==> config.mk <==
export PLATFORM = sky130hd
export DESIGN_NAME = mpc_uart_rx
export DESIGN_NICKNAME = d
export VERILOG_FILES = /design/src/rtl/uarx_pkg.sv /design/src/rtl/uarx_sync.sv /design/src/rtl/uarx_sampler.sv /design/src/rtl/uarx_frame.sv /design/src/rtl/uarx_buffer.sv /design/src/rtl/mpc_uart_rx.sv
export SDC_FILE = /design/constraint.sdc
export NUM_CORES = 1
export LEC_CHECK = 0
export BUFFER_PORTS_ARGS = -buffer_cell sky130_fd_sc_hd__buf_2
export CORE_MARGIN = 4
export CORE_UTILIZATION = 50
export CTS_CLUSTER_SIZE = 30
export DETAILED_ROUTE_END_ITERATION = 6
export PLACE_DENSITY = 0.71
export RECOVER_POWER = 100
export REMOVE_ABC_BUFFERS = 1
export SLEW_MARGIN = 15
export SYNTH_ARGS = -nofsm -noshare
export SYNTH_HDL_FRONTEND = slang
export SYNTH_SLANG_ARGS = --single-unit
==> constraint.sdc <==
create_clock -name clk -period 3.3 [get_ports clk]
set_input_delay 0.165 -clock clk [delete_from_list [all_inputs] [get_ports clk]]
set_output_delay 0.165 -clock clk [all_outputs]
set_load 0.01 [all_outputs]
==> src/rtl/uarx_pkg.sv <==
package uarx_pkg;

   localparam int CHAR_W = 8;

   typedef enum logic [2:0] {
      FS_IDLE,
      FS_START,
      FS_DATA,
      FS_PAR,
      FS_STOP
   } frm_st_t;

   typedef struct packed {
      logic [CHAR_W-1:0] data;
      logic              nine;
      logic              ferr;
      logic              perr;
   } rx_char_t;

   function automatic logic maj3(input logic a, input logic b, input logic c);
      return (a & b) | (a & c) | (b & c);
   endfunction

endpackage

==> src/rtl/uarx_sync.sv <==
module uarx_sync #(
   parameter int STAGES = 2
) (
   input  logic clk,
   input  logic rst_n,
   input  logic d_in,
   output logic d_out
);

   if (STAGES < 1) begin : g_bad_stages
      $error("uarx_sync: STAGES must be at least 1");
   end

   logic [STAGES-1:0] chain;

   if (STAGES == 1) begin : g_one
      always_ff @(posedge clk or negedge rst_n) begin
         if (!rst_n) chain <= '1;
         else        chain <= d_in;
      end
   end else begin : g_many
      always_ff @(posedge clk or negedge rst_n) begin
         if (!rst_n) chain <= '1;
         else        chain <= {chain[STAGES-2:0], d_in};
      end
   end

   assign d_out = chain[STAGES-1];

endmodule

==> src/rtl/uarx_sampler.sv <==
module uarx_sampler
   import uarx_pkg::*;
#(
   parameter int OSR_SLOW = 16,
   parameter int OSR_FAST = 8,
   parameter bit VOTE     = 1'b1
) (
   input  logic clk,
   input  logic rst_n,
   input  logic tick,
   input  logic line,
   input  logic fast,
   input  logic restart,
   input  logic run,
   output logic bit_stb,
   output logic bit_val
);

   localparam int CW = $clog2(OSR_SLOW);
   localparam logic [CW-1:0] MID_SLOW  = CW'(OSR_SLOW / 2);
   localparam logic [CW-1:0] MID_FAST  = CW'(OSR_FAST / 2);
   localparam logic [CW-1:0] LAST_SLOW = CW'(OSR_SLOW - 1);
   localparam logic [CW-1:0] LAST_FAST = CW'(OSR_FAST - 1);

   if (OSR_FAST < 4 || (OSR_FAST % 2) != 0) begin : g_bad_fast
      $error("uarx_sampler: OSR_FAST must be even and at least 4");
   end
   if (OSR_SLOW <= OSR_FAST || (OSR_SLOW % 2) != 0) begin : g_bad_slow
      $error("uarx_sampler: OSR_SLOW must be even and above OSR_FAST");
   end

   logic [CW-1:0] cnt;
   logic [CW-1:0] mid;
   logic [CW-1:0] last;
   logic          adv;

   always_comb begin
      mid  = fast ? MID_FAST  : MID_SLOW;
      last = fast ? LAST_FAST : LAST_SLOW;
      adv  = run && tick;
   end

   // tick position inside the current bit; the detecting tick is position 0
   always_ff @(posedge clk or negedge rst_n) begin
      if (!rst_n) begin
         cnt <= '0;
      end else if (restart) begin
         cnt <= CW'(1);
      end else if (adv) begin
         cnt <= (cnt == last) ? '0 : cnt + CW'(1);
      end
   end

   assign bit_stb = adv && (cnt == mid + CW'(1));

   if (VOTE) begin : g_vote
      logic smp_lo;
      logic smp_mid;
      always_ff @(posedge clk or negedge rst_n) begin
         if (!rst_n) begin
            smp_lo  <= 1'b1;
            smp_mid <= 1'b1;
         end else if (adv) begin
            if (cnt == mid - CW'(1)) smp_lo  <= line;
            if (cnt == mid)          smp_mid <= line;
         end
      end
      assign bit_val = maj3(smp_lo, smp_mid, line);
   end else begin : g_single
      logic smp_mid;
      always_ff @(posedge clk or negedge rst_n) begin
         if (!rst_n)                    smp_mid <= 1'b1;
         else if (adv && cnt == mid)    smp_mid <= line;
      end
      assign bit_val = smp_mid;
   end

endmodule

==> src/rtl/uarx_frame.sv <==
module uarx_frame
   import uarx_pkg::*;
(
   input  logic     clk,
   input  logic     rst_n,
   input  logic     en,
   input  logic     tick,
   input  logic     line,
   input  logic     bit_stb,
   input  logic     bit_val,
   input  logic     nine,
   input  logic     par_chk,
   input  logic     par_odd,
   output logic     restart,
   output logic     run,
   output logic     done,
   output rx_char_t chr
);

   frm_st_t         st;
   logic [CHAR_W:0] shf;
   logic [3:0]      bcnt;
   logic [3:0]      blast;
   logic            par_acc;
   logic            perr_q;

   assign blast   = nine ? 4'd8 : 4'd7;
   assign restart = en && (st == FS_IDLE) && tick && !line;
   assign run     = (st != FS_IDLE);
   assign done    = (st == FS_STOP) && bit_stb;

   always_comb begin
      chr.data = nine ? shf[CHAR_W-1:0] : shf[CHAR_W:1];
      chr.nine = nine & shf[CHAR_W];
      chr.ferr = ~bit_val;
      chr.perr = perr_q;
   end

   always_ff @(posedge clk or negedge rst_n) begin
      if (!rst_n) begin
         st      <= FS_IDLE;
         shf     <= '0;
         bcnt    <= '0;
         par_acc <= 1'b0;
         perr_q  <= 1'b0;
      end else if (!en) begin
         st <= FS_IDLE;
      end else begin
         unique case (st)
            FS_IDLE: begin
               if (restart) begin
                  st      <= FS_START;
                  bcnt    <= '0;
                  par_acc <= 1'b0;
                  perr_q  <= 1'b0;
               end
            end
            FS_START: begin
               if (bit_stb) st <= bit_val ? FS_IDLE : FS_DATA;
            end
            FS_DATA: begin
               if (bit_stb) begin
                  shf     <= {bit_val, shf[CHAR_W:1]};
                  par_acc <= par_acc ^ bit_val;
                  bcnt    <= bcnt + 4'd1;
                  if (bcnt == blast) st <= par_chk ? FS_PAR : FS_STOP;
               end
            end
            FS_PAR: begin
               if (bit_stb) begin
                  perr_q <= ((par_acc ^ bit_val) != par_odd);
                  st     <= FS_STOP;
               end
            end
            FS_STOP: begin
               if (bit_stb) st <= FS_IDLE;
            end
            default: st <= FS_IDLE;
         endcase
      end
   end

endmodule

==> src/rtl/uarx_buffer.sv <==
module uarx_buffer
   import uarx_pkg::*;
(
   input  logic              clk,
   input  logic              rst_n,
   input  logic              en,
   input  logic              keep,
   input  rx_char_t          chr,
   input  logic              rd,
   output logic [CHAR_W-1:0] data,
   output logic              nine,
   output logic              valid,
   output logic              ferr,
   output logic              perr,
   output logic              ovr
);

   always_ff @(posedge clk or negedge rst_n) begin
      if (!rst_n) begin
         data  <= '0;
         nine  <= 1'b0;
         valid <= 1'b0;
         ferr  <= 1'b0;
         perr  <= 1'b0;
         ovr   <= 1'b0;
      end else if (!en) begin
         data  <= '0;
         nine  <= 1'b0;
         valid <= 1'b0;
         ferr  <= 1'b0;
         perr  <= 1'b0;
         ovr   <= 1'b0;
      end else if (keep && (!valid || rd)) begin
         data  <= chr.data;
         nine  <= chr.nine;
         valid <= 1'b1;
         ferr  <= chr.ferr;
         perr  <= chr.perr;
         ovr   <= 1'b0;
      end else if (keep) begin
         ovr <= 1'b1;
      end else if (rd) begin
         valid <= 1'b0;
         ferr  <= 1'b0;
         perr  <= 1'b0;
         ovr   <= 1'b0;
      end
   end

endmodule

==> src/rtl/mpc_uart_rx.sv <==
module mpc_uart_rx
   import uarx_pkg::*;
#(
   parameter int OSR_SLOW      = 16,
   parameter int OSR_FAST      = 8,
   parameter int SYNC_STAGES   = 2,
   parameter bit MAJORITY_VOTE = 1'b1
) (
   input  logic              clk,
   input  logic              rst_n,
   input  logic              rx_line,
   input  logic              baud_tick,
   input  logic              rx_en,
   input  logic              dbl_speed,
   input  logic [1:0]        par_mode,
   input  logic              mp_mode,
   input  logic              nine_bits,
   input  logic              rxc_ie,
   input  logic              glob_ie,
   input  logic              rd_strobe,
   output logic [CHAR_W-1:0] rd_data,
   output logic              rd_bit9,
   output logic              rx_valid,
   output logic              err_frame,
   output logic              err_overrun,
   output logic              err_parity,
   output logic              irq_rxc
);

   if (OSR_SLOW != 2 * OSR_FAST) begin : g_bad_ratio
      $error("mpc_uart_rx: OSR_SLOW must be twice OSR_FAST");
   end

   logic     line_s;
   logic     smp_restart;
   logic     frm_run;
   logic     bit_stb;
   logic     bit_val;
   logic     frm_done;
   logic     frm_keep;
   rx_char_t frm_chr;

   uarx_sync #(.STAGES(SYNC_STAGES)) u_sync (
      .clk   (clk),
      .rst_n (rst_n),
      .d_in  (rx_line),
      .d_out (line_s)
   );

   uarx_sampler #(
      .OSR_SLOW (OSR_SLOW),
      .OSR_FAST (OSR_FAST),
      .VOTE     (MAJORITY_VOTE)
   ) u_sampler (
      .clk     (clk),
      .rst_n   (rst_n),
      .tick    (baud_tick),
      .line    (line_s),
      .fast    (dbl_speed),
      .restart (smp_restart),
      .run     (frm_run),
      .bit_stb (bit_stb),
      .bit_val (bit_val)
   );

   uarx_frame u_frame (
      .clk     (clk),
      .rst_n   (rst_n),
      .en      (rx_en),
      .tick    (baud_tick),
      .line    (line_s),
      .bit_stb (bit_stb),
      .bit_val (bit_val),
      .nine    (nine_bits),
      .par_chk (par_mode[1]),
      .par_odd (par_mode[0]),
      .restart (smp_restart),
      .run     (frm_run),
      .done    (frm_done),
      .chr     (frm_chr)
   );

   // address filter: in multi-processor mode only ninth-bit-set frames pass
   assign frm_keep = frm_done && !(mp_mode && !frm_chr.nine);

   uarx_buffer u_buffer (
      .clk   (clk),
      .rst_n (rst_n),
      .en    (rx_en),
      .keep  (frm_keep),
      .chr   (frm_chr),
      .rd    (rd_strobe),
      .data  (rd_data),
      .nine  (rd_bit9),
      .valid (rx_valid),
      .ferr  (err_frame),
      .perr  (err_parity),
      .ovr   (err_overrun)
   );

   assign irq_rxc = rxc_ie & glob_ie & rx_valid;

endmodule

==> results of run 1 <==
## synth_stat cells, types with 2 or more instances
cell,n,share of area
o32ai_1,2,0.0084
nor2_1,12,0.022
nor2b_1,3,0.0090
mux2i_1,10,0.048
o22ai_1,2,0.0060
ha_1,4,0.024
inv_1,8,0.014
nand2b_1,4,0.012
clkbuf_1,4,0.0072
nand3_1,5,0.012
xnor2_1,3,0.013
o21ai_0,3,0.0072
dfstp_2,4,0.050
o211ai_1,2,0.0072
a21boi_0,3,0.011
nor3_1,2,0.0048
dfrtp_1,35,0.42
o2bb2ai_1,10,0.042
xor2_1,2,0.0084
mux2_2,13,0.070
nand2_1,14,0.025
a21oi_1,7,0.017
nor4b_1,2,0.0084
and3_1,2,0.0060
## worst max-delay path: stages, from the launching register on
cell and delay [ns]:
dfrtp_1 0.56, or3b_1 0.50, a221oi_1 0.45, a21oi_1 0.37, o2bb2ai_1 0.22
## per-layer routing
metal	part of all wire	vias to the layer above	track usage
met5	0	-	0
met4	0.015	0	0.0594
met3	0.053	10	0.0510
met2	0.49	40	0.286
met1	0.44	785	0.217
li1	-	757	-
## per-stage QoR
stage	power [mW]	utilization	instance area (µm²)
floorplan	0.645	-	2060
detailed placement	0.705	0.559	2250
finish	1.11	0.579	2330
CTS	1.12	0.590	2380
global placement	0.694	0.559	2250
global route	1.16	0.579	2330
## sequential cells by signal, summed over array words and instances, names as in the netlist, 2 cells and up
signal         count
u_buffer.data      8
u_frame.bcnt       4
u_frame.shf        9
u_frame.st         3
u_sampler.cnt      4
u_sync.chain       2
## cells by family (layout without fill, tap and decap cells)
group           count (synthesis)  after routing  share of synthesized area
mux                            23             23                      0.118
fa+ha+maj                       5              5                     0.0287
compound gates                 49             49                      0.185
simple gates                   55             55                      0.149
buf+inv                        14             43                     0.0293
xor+xnor                        5              5                     0.0210
flops                          39             39                      0.469
## where the power goes
group	switching, mW	leakage (nW)	internal (mW)
logic	0.0884	0.437	0.0628
clock network	0.167	0.0612	0.245
registers	0.0332	0.526	0.510
## area by class of cell
cell class              instances  area (µm²)  share of cell area
multi-input cells             137        1020               0.437
clock inverters                 2        35.0              0.0150
clock buffers                   6        82.6              0.0354
inverters                       8        30.0              0.0129
well taps                      50        62.6              0.0268
flip-flops and latches         39         981               0.421
repair buffers                 27         121              0.0520
## repair_timing
action	in CTS	in global routing
endpoints found under the hold margin	1	0
hold buffers	1	0
setup endpoints to repair	0	0
## final timing paths
check	slack, ns	startpoint	endpoint
worst max-delay path	1.07	u_frame.st[1]$_DFFE_PN0P_	u_buffer.data[1]$_DFFE_PN0P_
worst min-delay path	0.17	rx_en	u_frame.perr_q$_DFFE_PN0P_
worst max register to register	1.07	u_frame.st[1]$_DFFE_PN0P_	u_buffer.data[1]$_DFFE_PN0P_
worst min register to register	0.36	u_sync.chain[0]$_DFF_PN1_	u_sync.chain[1]$_DFF_PN1_
max in group asynchronous	1.69	rst_n	u_frame.bcnt[3]$_DFFE_PN0P_
min in group asynchronous	0.44	rst_n	u_frame.st[2]$_DFFE_PN0P_
==> metrics.md, run 1 <==
| Metric | Value |
|---|---|
| Outcome | finished, violations left |
| Failing checks | max-capacitance violations, max-slew violations |
| Seq cells post-synth | 39 |
| Most frequent cells in the layout | dfrtp_1 (35), clkbuf_1 (15), nand2_1 (14) |
| Core area | 0.00403 mm² |
| Ys async rst share | 1.00 |
| Tcrit/Tclk final | 0.675 |
| GP Congestion | 0.833 |
| Cells after synthesis | 190 |
| Nature of the critical path startpoint | flip-flop |
| Root Driver | clkbuf_8 |
| Skew-Pair Late Insertion Delay | 0.29 ns |
| Aggregate global-route resource usage | 0.173 |
| Hold WC Path Type | input pin to flip-flop |
| First-pass GRT wire length | 7.16 mm |
| Sum Neg Setup Slack | 0 ns |
| Initial antenna violation count | 0 |
| Clock sink count | 39 |
| Fillers | 371 |
| ANT nets after route | 0 |
| Die ar. | 0.00528 mm² |
| Register area share after synthesis | 0.469 |
| Final Non-Filler Cells | 269 |
| Count of cell types in the netlist | 58 |
| Mapped Avg Cell Area | 11.0 µm² |
| CTS buffer count | 5 |
| Placed Instances | 260 |
| Final net count | 235 |
| H-tree lvl count | 2 |
| Die H | 72.6 µm |
| Postcts setup bufs | 0 |
| Initial DRC count | 139 |
| Area growth, synth to finish | 11.6% |
| Ant. Diodes | 0 |
| Die Span X | 72.6 µm |
| I/O Buffers | 26 |
| Pwr/cell area | 474 mW/mm² |
| Maximum root-to-sink buffer count | 2 |
| # resized after CTS | 0 |
| Boundary pin count | 27 |
| Setup Skew | 0.0108 ns |
| Final hold slack | 0.173 ns |
| DP Worst Slack | 1.19 ns |
| Most used DFF post-synth | dfrtp_1 |
| WP data arrival | 2.39 ns |
| Post-synth EDFFs | 0 |
| Type of the worst setup path | flip-flop to flip-flop |
| Crit path capture type | flip-flop |
| Vias | 1592 |
| WL final | 4.36 mm |
| Slew @ Worst Pin | 2.03 ns |
| Vias per cell | 5.92 |
| Yosys warns | 0 |
| TritonCTS clock tree | built |
| RSZ-0062 raised after global routing | false |
| Worst setup margin | 1.07 ns |
| Largest net degree at the start of global routing | 40 |
| 1st-pass router iterations | 4 |
| Final hold vios | 0 |
| Hold path depth | 3 |
| Wire per inst | 16.2 µm |
| Initial Util | 0.519 |
| Vias in the first global route | 1571 |
| Required @ worst endpoint | 3.46 ns |
| Mapped Area | 0.00209 mm² |
| Ratio of cells with drive above 1 in the final layout | 0.183 |
| Max_slew headroom | -0.353 |
| Max Slew Vio Count | 40 |
| Worst-path clk slew | 0.08 ns |
| Count of final setup violators | 0 |
| Most common cell after layout, fill and taps aside | dfrtp_1 |
| GRT Residual Overflow | 0 |
| Dpl hpwl | 3.12 mm |
| R2R cell count | 4 |
| Period minus WS final | 2.23 ns |
| Peak VDD IR | 318 µV |
| Leak | 1.02 nW |
| Row count | 23 |
| Max Clock Freq | 449 MHz |
| Max Cap Viol | 1 |
| Worst Path Max Fanout | 17 |
| DRC violations left | 0 |
Note: power is estimated with default switching activity, not from simulation.
==> run 2, diff against run 1 <==
PLACE_DENSITY = 0.73   (was 0.71)
clock period = 1.8 ns   (was 3.3 ns; I/O delays follow)
==> run 2 against run 1 <==
The run now ends clean. Setup slack worse by 0.98 ns. Die area stayed put. Routed wire length is 4.7% higher. Critical path depth is 2 higher. Largest power group unchanged.
==> metrics.md, run 2 (synthesized netlist as in run 1, its figures left out) <==
| Metric | Value |
|---|---|
| Max Cap Viol | 0 |
| R2R cell count | 6 |
| Skew-Pair Late Insertion Delay | 0.30 ns |
| Hold path depth | 3 |
| Initial antenna violation count | 0 |
| Core area | 0.00403 mm² |
| Die H | 72.6 µm |
| Worst-path clk slew | 0.08 ns |
| Hold path endpoint | u_buffer.ovr$_DFFE_PN0P_ |
| Metal2 WL | 2.12 mm |
| CP top delay family | compound AO/OA/AOI/OAI gates |
| Vias per cell | 5.67 |
| DRC violations left | 0 |
| WP buf/inv | 1 |
| Final hold vios | 0 |
| Required @ worst endpoint | 1.98 ns |
| ANT nets after route | 0 |
| Vias | 1628 |
| WL met1 | 2.14 mm |
| Initial Util | 0.519 |
| Most common cell after layout, fill and taps aside | dfrtp_1 |
| Reg2Reg Setup Slack | 0.09 ns |
| Outcome | finished, final reports clean |
| Top flop regs | u_frame.shf x9, u_buffer.data x8 |
| Sum Neg Setup Slack | 0 ns |
| Row count | 23 |
| Total power draw | 1.95 mW |
| Worst Path Max Fanout | 5 |
| Hold WC Path Type | input pin to flip-flop |
| Pwr/cell area | 774 mW/mm² |
| Type of the worst setup path | flip-flop to flip-flop |
| TritonCTS clock tree | built |
| Wire per inst | 15.9 µm |
| Area growth, synth to finish | 20.5% |
| Leak | 1.10 nW |
| I/O Buffers | 26 |
| Die Span X | 72.6 µm |
| Largest register FFs | 9 |
| Die ar. | 0.00528 mm² |
| 1st-pass router iterations | 4 |
| Period minus WS final | 1.71 ns |
| Reg-to-Reg End | u_frame.bcnt[1]$_DFFE_PN0P_ |
| Worst r2r src | u_sampler.cnt[1]$_DFFE_PN0P_ |
| Initial DRC count | 137 |
| Boundary pin count | 27 |
| CTS buffer count | 5 |
| Root Driver | clkbuf_8 |
| Max_slew headroom | 0.549 |
| Worst path max stage delay | 0.41 ns |
| Top sig layer | met4 |
| Largest Register | u_frame.shf |
| Cells along the critical path | inv_2 -> ha_1 -> o311a_1 -> a21bo_2 -> a21oi_4 -> mux2_2 |
| Slew @ Worst Pin | 0.677 ns |
| Final net count | 253 |
| GRT Residual Overflow | 0 |
| DP Worst Slack | 0.0000331 ns |
| Postcts setup bufs | 0 |
| Crit path capture type | flip-flop |
| WP data arrival | 1.89 ns |
| Count of final setup violators | 0 |
| H-tree lvl count | 2 |
| Maximum root-to-sink buffer count | 2 |
| Nature of the critical path startpoint | flip-flop |
| Dpl hpwl | 3.24 mm |
| Aggregate global-route resource usage | 0.184 |
| Clock sink count | 39 |
| Met3 WL | 230 µm |
| Ant. Diodes | 0 |
| Vias in the first global route | 1549 |
| First-pass GRT wire length | 7.45 mm |
| Worst setup margin | 0.0946 ns |
| Max Slew Vio Count | 0 |
| Largest net degree at the start of global routing | 27 |
| Ratio of cells with drive above 1 in the final layout | 0.270 |
| Setup Skew | 0.00882 ns |
| CP startpoint | u_sampler.cnt[1]$_DFFE_PN0P_ |
| Critical-path top delay cell | dfrtp_1 |
| WL final | 4.57 mm |
| DP Area | 0.00238 mm² |
| Max Clock Freq | 586 MHz |
| GP Congestion | 0.776 |
| Hold path start | rd_strobe |
| Final core utilization | 0.625 |
| Peak VDD IR | 477 µV |
| Most frequent cells in the layout | dfrtp_1 (35), clkbuf_1 (19), nand2_1 (14) |
| Fin area | 0.00252 mm² |
| Tcrit/Tclk final | 0.947 |
## run 2: changes by cell type in the layout (fill, tap and decap cells not counted), moves of 2 or more
cell | previous run | this run
buf_4 | 0 | 12
clkbuf_1 | 15 | 19
o2bb2ai_1 | 10 | 7
o2bb2ai_2 | 0 | 3
a21oi_1 | 8 | 6
nand3_4 | 0 | 2
## run 2: area by class of cell
cell class              count  area [µm²]
clock inverters             1        8.76
inverters                   8        30.0
flip-flops and latches     39         981
well taps                  50        62.6
fillers                   349        1510
clock buffers               7        86.3
multi-input cells         137        1100
repair buffers             45         249
## run 2: repair_timing
action | 4_1_cts | 5_1_grt
pin swaps | 0 | 1
endpoints found under the hold margin | 24 | 0
cloned | 0 | 0
setup endpoints to repair | 1 | 22
hold buffers | 2 | 0
resized for setup | 1 | 9
## run 2: per-stage QoR
stage | cells | hold slack (ns)
global route | 287 | 0.123
detailed placement | 277 | 0.136
finish | 287 | 0.0992
global placement | 277 | 0.135
floorplan | 184 | -0.206
CTS | 287 | 0.0943
## run 2: worst max-delay path by stage
stage / cells after the start / slack, ns / endpoint
6_report: 6 / 0.09 / u_frame.bcnt[1]$_DFFE_PN0P_
5_1_grt: 6 / -0.007 / u_frame.shf[8]$_DFFE_PN0P_
4_1_cts: 7 / 0.04 / u_buffer.perr$_DFFE_PN0P_
3_5_place_dp: 4 / 0.00003 / u_buffer.data[0]$_DFFE_PN0P_
3_3_place_gp: 5 / 0.05 / u_buffer.nine$_DFFE_PN0P_
2_1_floorplan: 4 / 0.06 / u_buffer.data[0]$_DFFE_PN0P_
## run 2: layer usage
| metal | GRT usage | up-vias |
|---|---|---|
| met5 | 0 | - |
| met3 | 0.0455 | 12 |
| met1 | 0.268 | 779 |
| met2 | 0.275 | 42 |
| met4 | 0.0492 | 0 |
| li1 | - | 795 |
## run 2: power breakdown
part | switching, mW | leakage, nW | internal [mW]
registers | 0.0383 | 0.526 | 0.935
logic | 0.197 | 0.528 | 0.152
clock network | 0.315 | 0.0484 | 0.314
## run 2: worst reg2reg max path, cell delays in order (launching register included)
cell,delay (ns)
dfrtp_1,0.41
inv_2,0.08
ha_1,0.14
o311a_1,0.18
a21bo_2,0.27
a21oi_4,0.16
mux2_2,0.35
